File: src/rtl/nhd_pkg.sv
package nhd_pkg;
  localparam int CODE_W = 4;
  localparam int SEG_W  = 7;

  // Active-low glyph for a note code, bit order {g,f,e,d,c,b,a}.
  function automatic logic [SEG_W-1:0] glyph_n(input logic [CODE_W-1:0] code);
    logic [SEG_W-1:0] lit;
    case (code)
      4'd1:    lit = 7'h06;
      4'd2:    lit = 7'h5B;
      4'd3:    lit = 7'h4F;
      4'd4:    lit = 7'h66;
      4'd5:    lit = 7'h6D;
      4'd6:    lit = 7'h7D;
      4'd7:    lit = 7'h07;
      4'd8:    lit = 7'h7F;
      default: lit = 7'h00;
    endcase
    return ~lit;
  endfunction
endpackage

File: src/rtl/nhd_history.sv
module nhd_history
  import nhd_pkg::*;
#(
  parameter int N = 6
) (
  input  logic                       clk,
  input  logic                       rst_n,
  input  logic                       in_valid,
  input  logic [CODE_W-1:0]          in_code,
  output logic [N-1:0][CODE_W-1:0]   hist
);
  always_ff @(posedge clk or negedge rst_n) begin
    if (!rst_n) begin
      hist <= '0;
    end else if (in_valid) begin
      hist <= {hist[N-2:0], in_code};
    end
  end


  hist_hold_chk: assert property (@(posedge clk) disable iff (!rst_n)
    !in_valid |=> $stable(hist));
endmodule

File: src/rtl/nhd_scanner.sv
module nhd_scanner #(
  parameter int N     = 6,
  parameter int DWELL = 50000,
  localparam int IDX_W = (N > 1) ? $clog2(N) : 1,
  localparam int CNT_W = (DWELL > 1) ? $clog2(DWELL) : 1
) (
  input  logic             clk,
  input  logic             rst_n,
  output logic             step,
  output logic [IDX_W-1:0] idx_next
);
  logic [CNT_W-1:0] cnt;
  logic [IDX_W-1:0] idx;

  assign step     = (cnt == CNT_W'(DWELL - 1));
  assign idx_next = (idx == IDX_W'(N - 1)) ? '0 : idx + 1'b1;

  // Reset parks the scan one step before digit 0 so the first edge lights it.
  always_ff @(posedge clk or negedge rst_n) begin
    if (!rst_n) begin
      cnt <= CNT_W'(DWELL - 1);
      idx <= IDX_W'(N - 1);
    end else if (step) begin
      cnt <= '0;
      idx <= idx_next;
    end else begin
      cnt <= cnt + 1'b1;
    end
  end


  dwell_bound_chk: assert property (@(posedge clk) disable iff (!rst_n)
    cnt <= CNT_W'(DWELL - 1));

  idx_range_chk: assert property (@(posedge clk) disable iff (!rst_n)
    idx <= IDX_W'(N - 1));
endmodule

File: src/rtl/nhd_driver.sv
module nhd_driver
  import nhd_pkg::*;
#(
  parameter int N = 6,
  localparam int IDX_W = (N > 1) ? $clog2(N) : 1
) (
  input  logic                      clk,
  input  logic                      rst_n,
  input  logic                      step,
  input  logic [IDX_W-1:0]          idx_next,
  input  logic [N-1:0][CODE_W-1:0]  hist,
  output logic [N-1:0]              sel_n,
  output logic [SEG_W-1:0]          seg_n
);
  logic [CODE_W-1:0] code_at;
  assign code_at = hist[idx_next];

  // Outputs are captured only on a scan step, never mid-dwell.
  always_ff @(posedge clk or negedge rst_n) begin
    if (!rst_n) begin
      sel_n <= '1;
      seg_n <= '1;
    end else if (step) begin
      sel_n <= ~(N'(1) << idx_next);
      seg_n <= glyph_n(code_at);
    end
  end


  out_stable_chk: assert property (@(posedge clk) disable iff (!rst_n)
    !step |=> ($stable(seg_n) && $stable(sel_n)));

  one_digit_chk: assert property (@(posedge clk) disable iff (!rst_n)
    step |=> ($countones(~sel_n) == 1));

  at_most_one_chk: assert property (@(posedge clk) disable iff (!rst_n)
    $countones(~sel_n) <= 1);

  blank_code_chk: assert property (@(posedge clk) disable iff (!rst_n)
    (step && (code_at == '0 || code_at > CODE_W'(8))) |=> (seg_n == '1));
endmodule

File: src/rtl/note_history_display.sv
module note_history_display
  import nhd_pkg::*;
#(
  parameter int NUM_DIGITS   = 6,
  parameter int DWELL_CYCLES = 50000,
  localparam int IDX_W = (NUM_DIGITS > 1) ? $clog2(NUM_DIGITS) : 1
) (
  input  logic                  clk,
  input  logic                  rst_n,
  input  logic                  note_valid,
  input  logic [CODE_W-1:0]     note_code,
  output logic                  note_ready,
  output logic [NUM_DIGITS-1:0] dig_sel_n,
  output logic [SEG_W-1:0]      seg_n
);
  logic [NUM_DIGITS-1:0][CODE_W-1:0] hist;
  logic                              step;
  logic [IDX_W-1:0]                  idx_next;

  assign note_ready = 1'b1;

  nhd_history #(.N(NUM_DIGITS)) u_hist (
    .clk(clk), .rst_n(rst_n),
    .in_valid(note_valid), .in_code(note_code),
    .hist(hist)
  );

  nhd_scanner #(.N(NUM_DIGITS), .DWELL(DWELL_CYCLES)) u_scan (
    .clk(clk), .rst_n(rst_n),
    .step(step), .idx_next(idx_next)
  );

  nhd_driver #(.N(NUM_DIGITS)) u_drv (
    .clk(clk), .rst_n(rst_n),
    .step(step), .idx_next(idx_next), .hist(hist),
    .sel_n(dig_sel_n), .seg_n(seg_n)
  );
endmodule

File: config.mk
export PLATFORM = sky130hd
export DESIGN_NAME = note_history_display
export DESIGN_NICKNAME = d
export VERILOG_FILES = /design/src/rtl/nhd_pkg.sv /design/src/rtl/nhd_history.sv /design/src/rtl/nhd_scanner.sv /design/src/rtl/nhd_driver.sv /design/src/rtl/note_history_display.sv
export SDC_FILE = /design/constraint.sdc
export NUM_CORES = 1
export LEC_CHECK = 0
export ABC_AREA = 0
export ABC_CLOCK_PERIOD_IN_PS = 7170
export BUFFER_PORTS_ARGS = -buffer_cell sky130_fd_sc_hd__buf_2
export CORE_ASPECT_RATIO = 0.9
export CORE_MARGIN = 2
export CORE_UTILIZATION = 40
export CTS_CLUSTER_SIZE = 25
export DETAILED_ROUTE_END_ITERATION = 8
export PLACE_DENSITY_LB_ADDON = 0.05
export SYNTH_ARGS = -nofsm -noshare
export SYNTH_HDL_FRONTEND = slang
export SYNTH_HIERARCHICAL = 1
export SYNTH_SLANG_ARGS = --single-unit
File: constraint.sdc
create_clock -name clk -period 7.17 [get_ports clk]
set_clock_uncertainty 0.1 [all_clocks]
set_input_delay 0.3585 -clock clk [delete_from_list [all_inputs] [get_ports clk]]
set_output_delay 0.3585 -clock clk [all_outputs]
set_load 0.02 [all_outputs]
# After elaboration in Yosys (flattened, before gate mapping)

Memories as Yosys holds them, arrays and structs flattened.
Cells that the tools add are included.

Register bits after elaboration: 56
Memory bits (read-only): 112
Output and inout bits: 14
Logic and storage cells: 24
Memories: 1

Memories:

| memory           | depth | bits a word | rd ports | clocked after memory_dff | wr ports | line         | RTL |
|---|---|---|---|---|---|---|---|
| (name not given) | 16    | 7           | 1        | 0                        | 0        | nhd_pkg.sv:8 | `case (code)` |

Add/sub/neg operators: 2
$lt $le $gt $ge: 1
Equality and inequality tests: 2
Shift operators: 1
Multiplexer cells: 5
Bitwise operators: 2

Operator list:

| cell                    | number |
|---|---|
| $add A16 B1 Y16 const B | 1 |
| $eq A16 B16 Y1 const B  | 1 |
| $mux W16                | 1 |
| $bmux W4 S3             | 1 |
| $mux W7                 | 1 |
| $not A7 Y7              | 1 |
| $not A6 Y6              | 1 |
| $shl A1 B3 Y6 const A   | 1 |
| $lt A3 B4 Y1 const B    | 1 |
| $mux W4                 | 1 |
| $add A3 B1 Y3 const B   | 1 |
| $eq A3 B3 Y1 const B    | 1 |
| $mux W3                 | 1 |

# Depth between registers and ports, before layout

Gate-level depths: netlist of run 1.
An unclocked memory read counts as a cell.

Depth after elaboration: 7
Gate-level depth with buffers: 12
Gate-level depth less buffers: 11

# Hierarchy

Netlist of run 1, hierarchy kept.

By module, submodules not included:

| module               | times used | cells an instance | area each (µm²) |
|---|---|---|---|
| nhd_history          | 1          | 51                | 997.2 |
| nhd_driver           | 1          | 106               | 932.1 |
| nhd_scanner          | 1          | 81                | 910.9 |
| note_history_display | 1          | 2                 | 11.3 |

# Worst setup path after synthesis of run 1

No wires, ideal clock.

Path kind: register -> register
Start: register u_scan.idx[0]
End: register u_drv.seg_n[5]
Data arrival time: 2,336 ps
Data required time: 6,986 ps
Path slack: 4,651 ps
Cell stages (with the launch flop): 7
Clock period less this slack: 2,519 ps
Path through: dfstp_2 -> mux2_2 -> nor2b_1 -> a222oi_1 -> a21oi_2 -> a21boi_1 -> a311o_1

Word-level cells in the longest chain between the ends: 7

RTL lines:

| what                                                 | line                       | RTL |
|---|---|---|
| from (decl)                                          | nhd_scanner.sv:13          | `logic [IDX_W-1:0] idx;` |
| from (signal assigned)                               | nhd_scanner.sv:22          | `idx <= IDX_W'(N - 1);` |
| from (signal assigned)                               | nhd_scanner.sv:25          | `idx <= idx_next;` |
| $add A3 B1 Y3 / $eq A3 B3 Y1 (equally long branches) | nhd_scanner.sv:16          | `assign idx_next = (idx == IDX_W'(N - 1)) ? '0 : idx + 1'b1;` |
| $mux W3 (*)                                          | nhd_scanner.sv:16          |  |
| named net idx_next[1]                                | note_history_display.sv:18 | `logic [IDX_W-1:0] idx_next;` |
| $bmux W4 S3 (*)                                      | nhd_driver.sv:16           | `assign code_at = hist[idx_next];` |
| $mux W4 (implied by the code) (*)                    | nhd_driver.sv:16           |  |
| $mem_v2 Z16 W7 (*)                                   | --                         |  |
| $mux W7 (*)                                          | nhd_driver.sv:23           | `end else if (step) begin` |
| $not A7 Y7 (*)                                       | nhd_pkg.sv:19              | `return ~lit;` |
| to (signal assigned)                                 | nhd_driver.sv:25           | `seg_n <= glyph_n(code_at);` |
| to (decl)                                            | nhd_driver.sv:13           | `output logic [SEG_W-1:0] seg_n` |

The timed path passes the listed nets; every way through them passes the cells marked *. The select of a mux whose other input is x is not followed.
A chain may end at the register's enable or synchronous reset.

# Worst setup path after layout of run 1

Start: register u_scan.idx[2]
End: register u_drv.seg_n[5]

Same word-level chain as after synthesis.

==> results of run 1 <==
## critical path, cell delays in order, from the launching register on
cell and delay, ps:
dfstp_2 560, mux2i_1 640, nor2b_1 230, a222oi_1 930
a21oi_2 150, a21boi_1 180, a311o_1 350
## per-layer routing
| layer | part of all wire, % | vias up | track usage [%] | wire length, µm |
|---|---|---|---|---|
| met1 | 54 | 874 | 22.85 | 2836 |
| met2 | 43 | 23 | 19.63 | 2232 |
| li1 | - | 885 | - | - |
| met3 | 2.5 | 5 | 3.071 | 132 |
| met5 | 0 | - | 0 | 0 |
| met4 | 0.91 | 0 | 4.011 | 48 |
## cell usage in the layout (no fill, tap or decap), types with 2 or more instances in the layout
| cell type | n |
|---|---|
| a21oi_1 | 5 |
| a31oi_1 | 7 |
| buf_2 | 19 |
| buf_4 | 2 |
| clkbuf_8 | 5 |
| dfrtp_1 | 32 |
| dfstp_2 | 24 |
| ha_1 | 4 |
| inv_1 | 11 |
| mux2_2 | 8 |
| mux2_4 | 21 |
| mux2i_1 | 5 |
| nand2_1 | 16 |
| nand2b_1 | 4 |
| nand3_1 | 9 |
| nand4_1 | 5 |
| nor2_1 | 22 |
| nor2b_1 | 3 |
| nor3_1 | 3 |
| nor4_1 | 3 |
| o21a_1 | 2 |
| o21ai_0 | 2 |
| o221a_2 | 2 |
| o221ai_1 | 3 |
| xnor2_1 | 9 |
| xor2_1 | 6 |
## sequential cells by signal, indices dropped and copies added (netlist names)
name	flops
u_hist/hist	24
u_scan/cnt	16
u_drv/seg_n	7
u_drv/sel_n	6
u_scan/idx	3
## through the flow
| step | setup slack, ps | power (mW) | cells | hold WS, ps |
|---|---|---|---|---|
| final | 3965 | 0.6698 | 351 | 73.29 |
| after global routing | 3616 | 0.7098 | 351 | 122.6 |
| after CTS | 3945 | 0.6815 | 351 | 96.61 |
| after detailed placement | 3963 | 0.4712 | 343 | 380.5 |
| after global placement | 4057 | 0.4712 | 343 | 383.9 |
| after floorplan | 4651 | 0.4464 | 240 | -37.09 |
## where the power goes
group | internal [mW] | total (mW) | switching, mW | leakage, nW
registers | 0.346 | 0.370 | 0.0240 | 0.632
clock network | 0.103 | 0.205 | 0.101 | 0.0541
logic | 0.0556 | 0.0945 | 0.0389 | 0.679
total | 0.505 | 0.670 | 0.164 | 1.37
## final cells by class
class                   instances  area (µm²)  share of cell area, %
clock buffers                   5       68.82                  2.229
clock inverters                 3       42.54                  1.378
inverters                      11       41.29                  1.337
multi-input cells             162        1277                  41.37
flip-flops and latches         56        1431                  46.35
well taps                      93       116.4                  3.768
repair buffers                 21       110.1                  3.566
## worst max-delay path by stage
| stage | startpoint | end | slack, ps | cells after the start |
|---|---|---|---|---|
| finish | u_scan/idx[2]$_DFFE_PN1N_ | u_drv/seg_n[5]$_DFFE_PN1P_ | 3960 | 6 |
| global route | u_scan/idx[0]$_DFFE_PN1N_ | u_drv/seg_n[5]$_DFFE_PN1P_ | 3620 | 7 |
| CTS | u_scan/idx[2]$_DFFE_PN1N_ | u_drv/seg_n[5]$_DFFE_PN1P_ | 3940 | 6 |
| detailed placement | u_scan/idx[2]$_DFFE_PN1N_ | u_drv/seg_n[5]$_DFFE_PN1P_ | 3960 | 6 |
| global placement | u_scan/idx[2]$_DFFE_PN1N_ | u_drv/seg_n[5]$_DFFE_PN1P_ | 4060 | 6 |
| floorplan | u_scan/idx[0]$_DFFE_PN1N_ | u_drv/seg_n[5]$_DFFE_PN1P_ | 4650 | 6 |
## cells by family (layout without fill, tap and decap cells)
kind of cell,Yosys count,count (layout),share of synthesized area (%)
adder cells (fa/ha/maj),4,4,1.755
buffers and inverters,22,40,5.002
AND/OR/NAND/NOR,72,72,12.90
AO/OA/AOI/OAI,35,35,9.040
flip-flops,56,56,50.20
other,1,1,0.1315
multiplexers,35,35,16.37
XOR/XNOR,15,15,4.607
==> results.toml, run 1 <==
[logic_synthesis]
synthTopCellsByArea = "dfrtp_1 28%, dfstp_2 22%, mux2_4 11%"
ys_top_cells_by_count = "32 x dfrtp_1, 24 x dfstp_2, 22 x nor2_1"
syn_area_per_cell_um2 = 11.88
yosysMostFrequentCell = "dfrtp_1"
syn_nets = 251
syn_area_um2 = 2851
synth-seq-area-share_pct = 50.20
synth_warnings = 6
syn_inst = 240
synth_cell_types = 52
yosysTopAreaCell = "dfrtp_1"
synth-seq-cells = 56
synth_ff_type = "dfrtp_1"
synth_edf_count = 0
synth-async-reset-ratio_pct = 100.0
yosysTopAreaCellShare_pct = 28.08

[sta]
setup_viol = 0
setup_tns_ps = 0
hold_viol = 0
slew_viol_final = 0
tightestPinTransition_ps = 1006
finalWorstPathRequiredPeriod_ps = 3205
max_clock_freq_ghz = 0.3120
min_period_over_period_pct = 44.70
rsz0062_at_grt = "false"
relSlewSlack_pct = 32.93

[clock_tree]
ctsHoldBuffers = 0
cts-resized-gates = 0
post-cts-setup-buffers = 0
path_clk_slew_ps = 100
htree_levels = 2
clk_latency_ps = 300
numCtsBuffers = 5
clock_sinks = 56
cts_tree = "done"
cts_buffer_depth = 2
cts-root-buf = "clkbuf_8"

[floorplan]
ioPinCount = 21
initial_core_util_pct = 40.93
die_height_um = 84.10
dieWidth_um = 93
core_um2 = 6967
std_cell_rows = 29
dieArea_um2 = 7821

[final_layout]
fin_util_pct = 44.32
area_delta_synth_final_pct = 8.293
fin_area_um2 = 3088
fill_cells = 706
num_antenna_cells = 0
num-nets-final = 268
drive_gt1_share_pct = 34.11

[routing]
antenna_left = 0
vias = 1787
routedWlPerCell_um = 14.96
first_pass_iters = 4
drc_errors = 0
drtIter0Drc = 92
viasPerCell = 5.091
drt-total-wl_um = 5250

[worst_setup_path]
regToRegSetupSlack_ps = 3960
worst_ep_required_time_ps = 7310
rr_endpoint = "u_drv/seg_n[5]$_DFFE_PN1P_"
path_class = "flip-flop to flip-flop"
worstPathMaxFanout = 11
worstRegToRegCells = 6
worstSetupStartpointType = "flip-flop"
r2r-start = "u_scan/idx[2]$_DFFE_PN1N_"
worstPathArrival_ps = 3340
end_kind = "flip-flop"

[placed_design]
gp_congestion = 0.7451
hpwlAfterDp_um = 3565
io_buffers = 19
placedInstanceArea_um2 = 2977

[grt]
grt_usage_pct = 14.39
grt_max_degree = 57
grt_pass1_wl_um = 8956
antenna_found_initial = 0
grt_pass1_vias = 1745
overflow = 0

[power_and_ir_drop]
irDropWorstVdd_uv = 117.5
p_leak_nw = 1.365
p_per_area_nw_per_um2 = 216.9

[outcome]
status = "complete, no violations"

[job]
maxCapViolations = 0

[min_path]
hold_path.class = "input port to asynchronous set/reset pin"
Power figures use the tool's default switching activity.
==> run 2, diff against run 1 <==
Settings changed: ABC_AREA 0 to 1, ABC_CLOCK_PERIOD_IN_PS 7170 to 2800.
Clock period 7.17 ns to 2.8 ns, I/O delays scaled along.
==> results.toml, run 2 <==
[outcome]
status = "complete, no violations"

[floorplan]
die_height_um = 86.51
dieArea_um2 = 8276
initial_core_util_pct = 40.71
dieWidth_um = 95.67
core_um2 = 7432
std_cell_rows = 30
ioPinCount = 21

[worst_setup_path]
worstPathMaxFanout = 10
worst_ep_required_time_ps = 2930
worstSetupStartpointType = "flip-flop"
cp_cell_sequence = "nand3_1, o21ai_0, buf_4, inv_4, nand2_2, inv_2, nand2_1, nand3_1, a21oi_2, ha_1, nand3_1, a21oi_2, a21oi_1"
path_buf_inv = 3
slowest_delay_ps = 560
worstRegToRegCells = 13
end_kind = "flip-flop"
r2r-start = "u_scan/idx[0]$_DFFE_PN1N_"
crit_top_cell = "nand3_1"
slowest_stage = "dfstp_2"
rr_endpoint = "u_drv/seg_n[2]$_DFFE_PN1P_"
path_class = "flip-flop to flip-flop"
crit_family = "compound AO/OA/AOI/OAI gates"
regToRegSetupSlack_ps = 500
worstPathArrival_ps = 2430

[min_path]
hold_path.class = "input port to flip-flop"
hp-start = "note_valid"
min_path_cells = 3
min_to = "u_hist/hist[0]$_DFFE_PN0P_"

[logic_synthesis]
synthTopCellsByArea = "dfrtp_1 26%, dfstp_2 21%, nand2_1 20%"
yosys.area_share.simple_pct = 34.24
synth_cell_types = 33
yosysMostFrequentCell = "nand2_1"
synth_edf_count = 0
syn_area_per_cell_um2 = 7.698
syn_inst = 393
syn_nets = 404
yosys.area_share.adder_pct = 1.654
synth-seq-cells = 56
synth-xor-area-share_pct = 2.316
ys_top_cells_by_count = "158 x nand2_1, 36 x nor2_1, 32 x dfrtp_1, 32 x inv_1, 24 x dfstp_2"
synth_mux_area_share_pct = 0
yosysTopAreaCellShare_pct = 26.47
synth-seq-area-share_pct = 47.31
synth_top_family_by_area = "simple AND/OR/NAND/NOR gates"
synth-async-reset-ratio_pct = 100.0
yosysTopAreaCell = "dfrtp_1"
synth_ff_type = "dfrtp_1"
syn_area_um2 = 3025
synth_warnings = 6
synth_compound_area_share_pct = 5.045

[final_layout]
final_cell_mix = "158 x nand2_1, 36 x nor2_1, 32 x inv_1, 32 x dfrtp_1, 24 x dfstp_2"
largest_registers = "u_hist/hist: 24 flops, u_scan/cnt: 16 flops, u_drv/seg_n: 7 flops"
fill_cells = 744
num-nets-final = 428
area_delta_synth_final_pct = 10.05
layout_commonest_cell = "nand2_1"
drive_gt1_share_pct = 21.05
largest_register = "u_hist/hist"
fin_util_pct = 44.80
num_antenna_cells = 0
largest_register_ff_count = 24

[sta]
whs_ps = 198.5
setup_tns_ps = 0
max_clock_freq_ghz = 0.4341
finalWorstPathRequiredPeriod_ps = 2304
setup_slack_ps = 496.3
min_period_over_period_pct = 82.27
tightestPinTransition_ps = 515.0
relSlewSlack_pct = 65.66
setup_viol = 0
hold_viol = 0
rsz0062_at_grt = "false"
slew_viol_final = 0

[placed_design]
io_buffers = 19
dp_slack_ps = 511.5
hpwlAfterDp_um = 4362
gp_congestion = 0.8169

[power_and_ir_drop]
p_leak_nw = 1.749
switching_share_pct = 25.80
combPwrFrac_pct = 10.7
clkPwrFrac_pct = 33.3
p_int_mw = 1.182
seq_power_share_pct = 56.0
p_sw_mw = 0.4112
p_per_area_nw_per_um2 = 478.7
irDropWorstVdd_uv = 227.2
report.power.total_mw = 1.594

[clock_tree]
cts-root-buf = "clkbuf_8"
clk_latency_ps = 300
htree_levels = 2
clock_sinks = 56
cts_buffer_depth = 2
ctsHoldBuffers = 5
path_clk_slew_ps = 100
numCtsBuffers = 5
cts-resized-gates = 0
post-cts-setup-buffers = 0
cts_tree = "done"

[grt]
grt_usage_pct = 17.38
overflow = 0
grt_max_degree = 57
grt_pass1_wl_um = 11250
antenna_found_initial = 0
grt_pass1_vias = 2253

[routing]
vias = 2401
drc_errors = 0
routedWlPerCell_um = 12.11
drtIter0Drc = 137
viasPerCell = 4.671
first_pass_iters = 5
antenna_left = 0
drt-total-wl_um = 6225

[job]
maxCapViolations = 0
[run 2: cell count changes after synthesis, moves of 5 or more]
cell / delta
nand3_1: +14
nor2_1: +14
nand2_2: +15
mux2_4: -21
nor2_2: +5
mux2i_1: -5
xnor2_1: -8
mux2_2: -8
nand2_1: +142
inv_1: +21
[run 2: power groups by stage]
stage          Sequential [mW]  Combinational, mW  Clock, mW
2_1_floorplan            0.897              0.127          0
6_report                 0.893              0.170      0.530
5_1_grt                  0.902              0.202      0.592
3_5_place_dp             0.908              0.167          0
3_3_place_gp             0.908              0.167          0
4_1_cts                  0.894              0.173      0.562
[run 2: per-stage QoR]
| stage | instance area (µm²) | cells |
|---|---|---|
| floorplan | 3025 | 393 |
| global placement | 3168 | 501 |
| detailed placement | 3168 | 501 |
| CTS | 3329 | 514 |
| global route | 3329 | 514 |
| finish | 3329 | 514 |
[run 2: layout make-up]
type | count | area, µm² | share of cell area (%)
inverters | 39 | 158.9 | 4.773
multi-input cells | 286 | 1313 | 39.42
clock buffers | 5 | 68.82 | 2.067
well taps | 96 | 120.1 | 3.608
repair buffers | 29 | 195.2 | 5.862
clock inverters | 3 | 42.54 | 1.278
flip-flops and latches | 56 | 1431 | 42.99
[run 2: cell families (layout without fill, tap and decap cells)]
logic type | after synthesis | in the layout
AOI/OAI and AO/OA | 26 | 26
DFF | 56 | 56
adders and majority gates | 4 | 4
xor gates and xnor gates | 8 | 8
and+or+nand+nor | 247 | 247
buffers and inverters | 51 | 76
other | 1 | 1
[run 2: worst max-delay path by stage]
stage                              start                          to  slack [ps]  depth (start not counted)
2_1_floorplan  u_scan/idx[0]$_DFFE_PN1N_  u_drv/seg_n[6]$_DFFE_PN1P_         590                         16
3_3_place_gp   u_scan/idx[0]$_DFFE_PN1N_  u_drv/seg_n[3]$_DFFE_PN1P_         570                         13
3_5_place_dp   u_scan/idx[2]$_DFFE_PN1N_  u_drv/seg_n[6]$_DFFE_PN1P_         510                         14
4_1_cts        u_scan/idx[2]$_DFFE_PN1N_  u_drv/seg_n[6]$_DFFE_PN1P_         480                         14
5_1_grt        u_scan/idx[0]$_DFFE_PN1N_  u_drv/seg_n[6]$_DFFE_PN1P_         240                         15
6_report       u_scan/idx[0]$_DFFE_PN1N_  u_drv/seg_n[2]$_DFFE_PN1P_         500                         13
[run 2: layer usage]
layer / vias up / GRT usage, % / part of all wire [%]
met5: - / 0 / 0
met4: 0 / 4.026 / 0.50
met3: 2 / 3.739 / 5.7
met2: 58 / 23.52 / 40
met1: 1088 / 27.96 / 54
li1: 1253 / - / -
[run 2: worst reg2reg max path, delay by kind of cell (launching register included)]
kind | cells | cell delay (ps)
AOI/OAI and AO/OA | 4 | 610
adders and majority gates | 1 | 220
buffers and inverters | 3 | 340
DFF | 1 | 560
and+or+nand+nor | 5 | 420
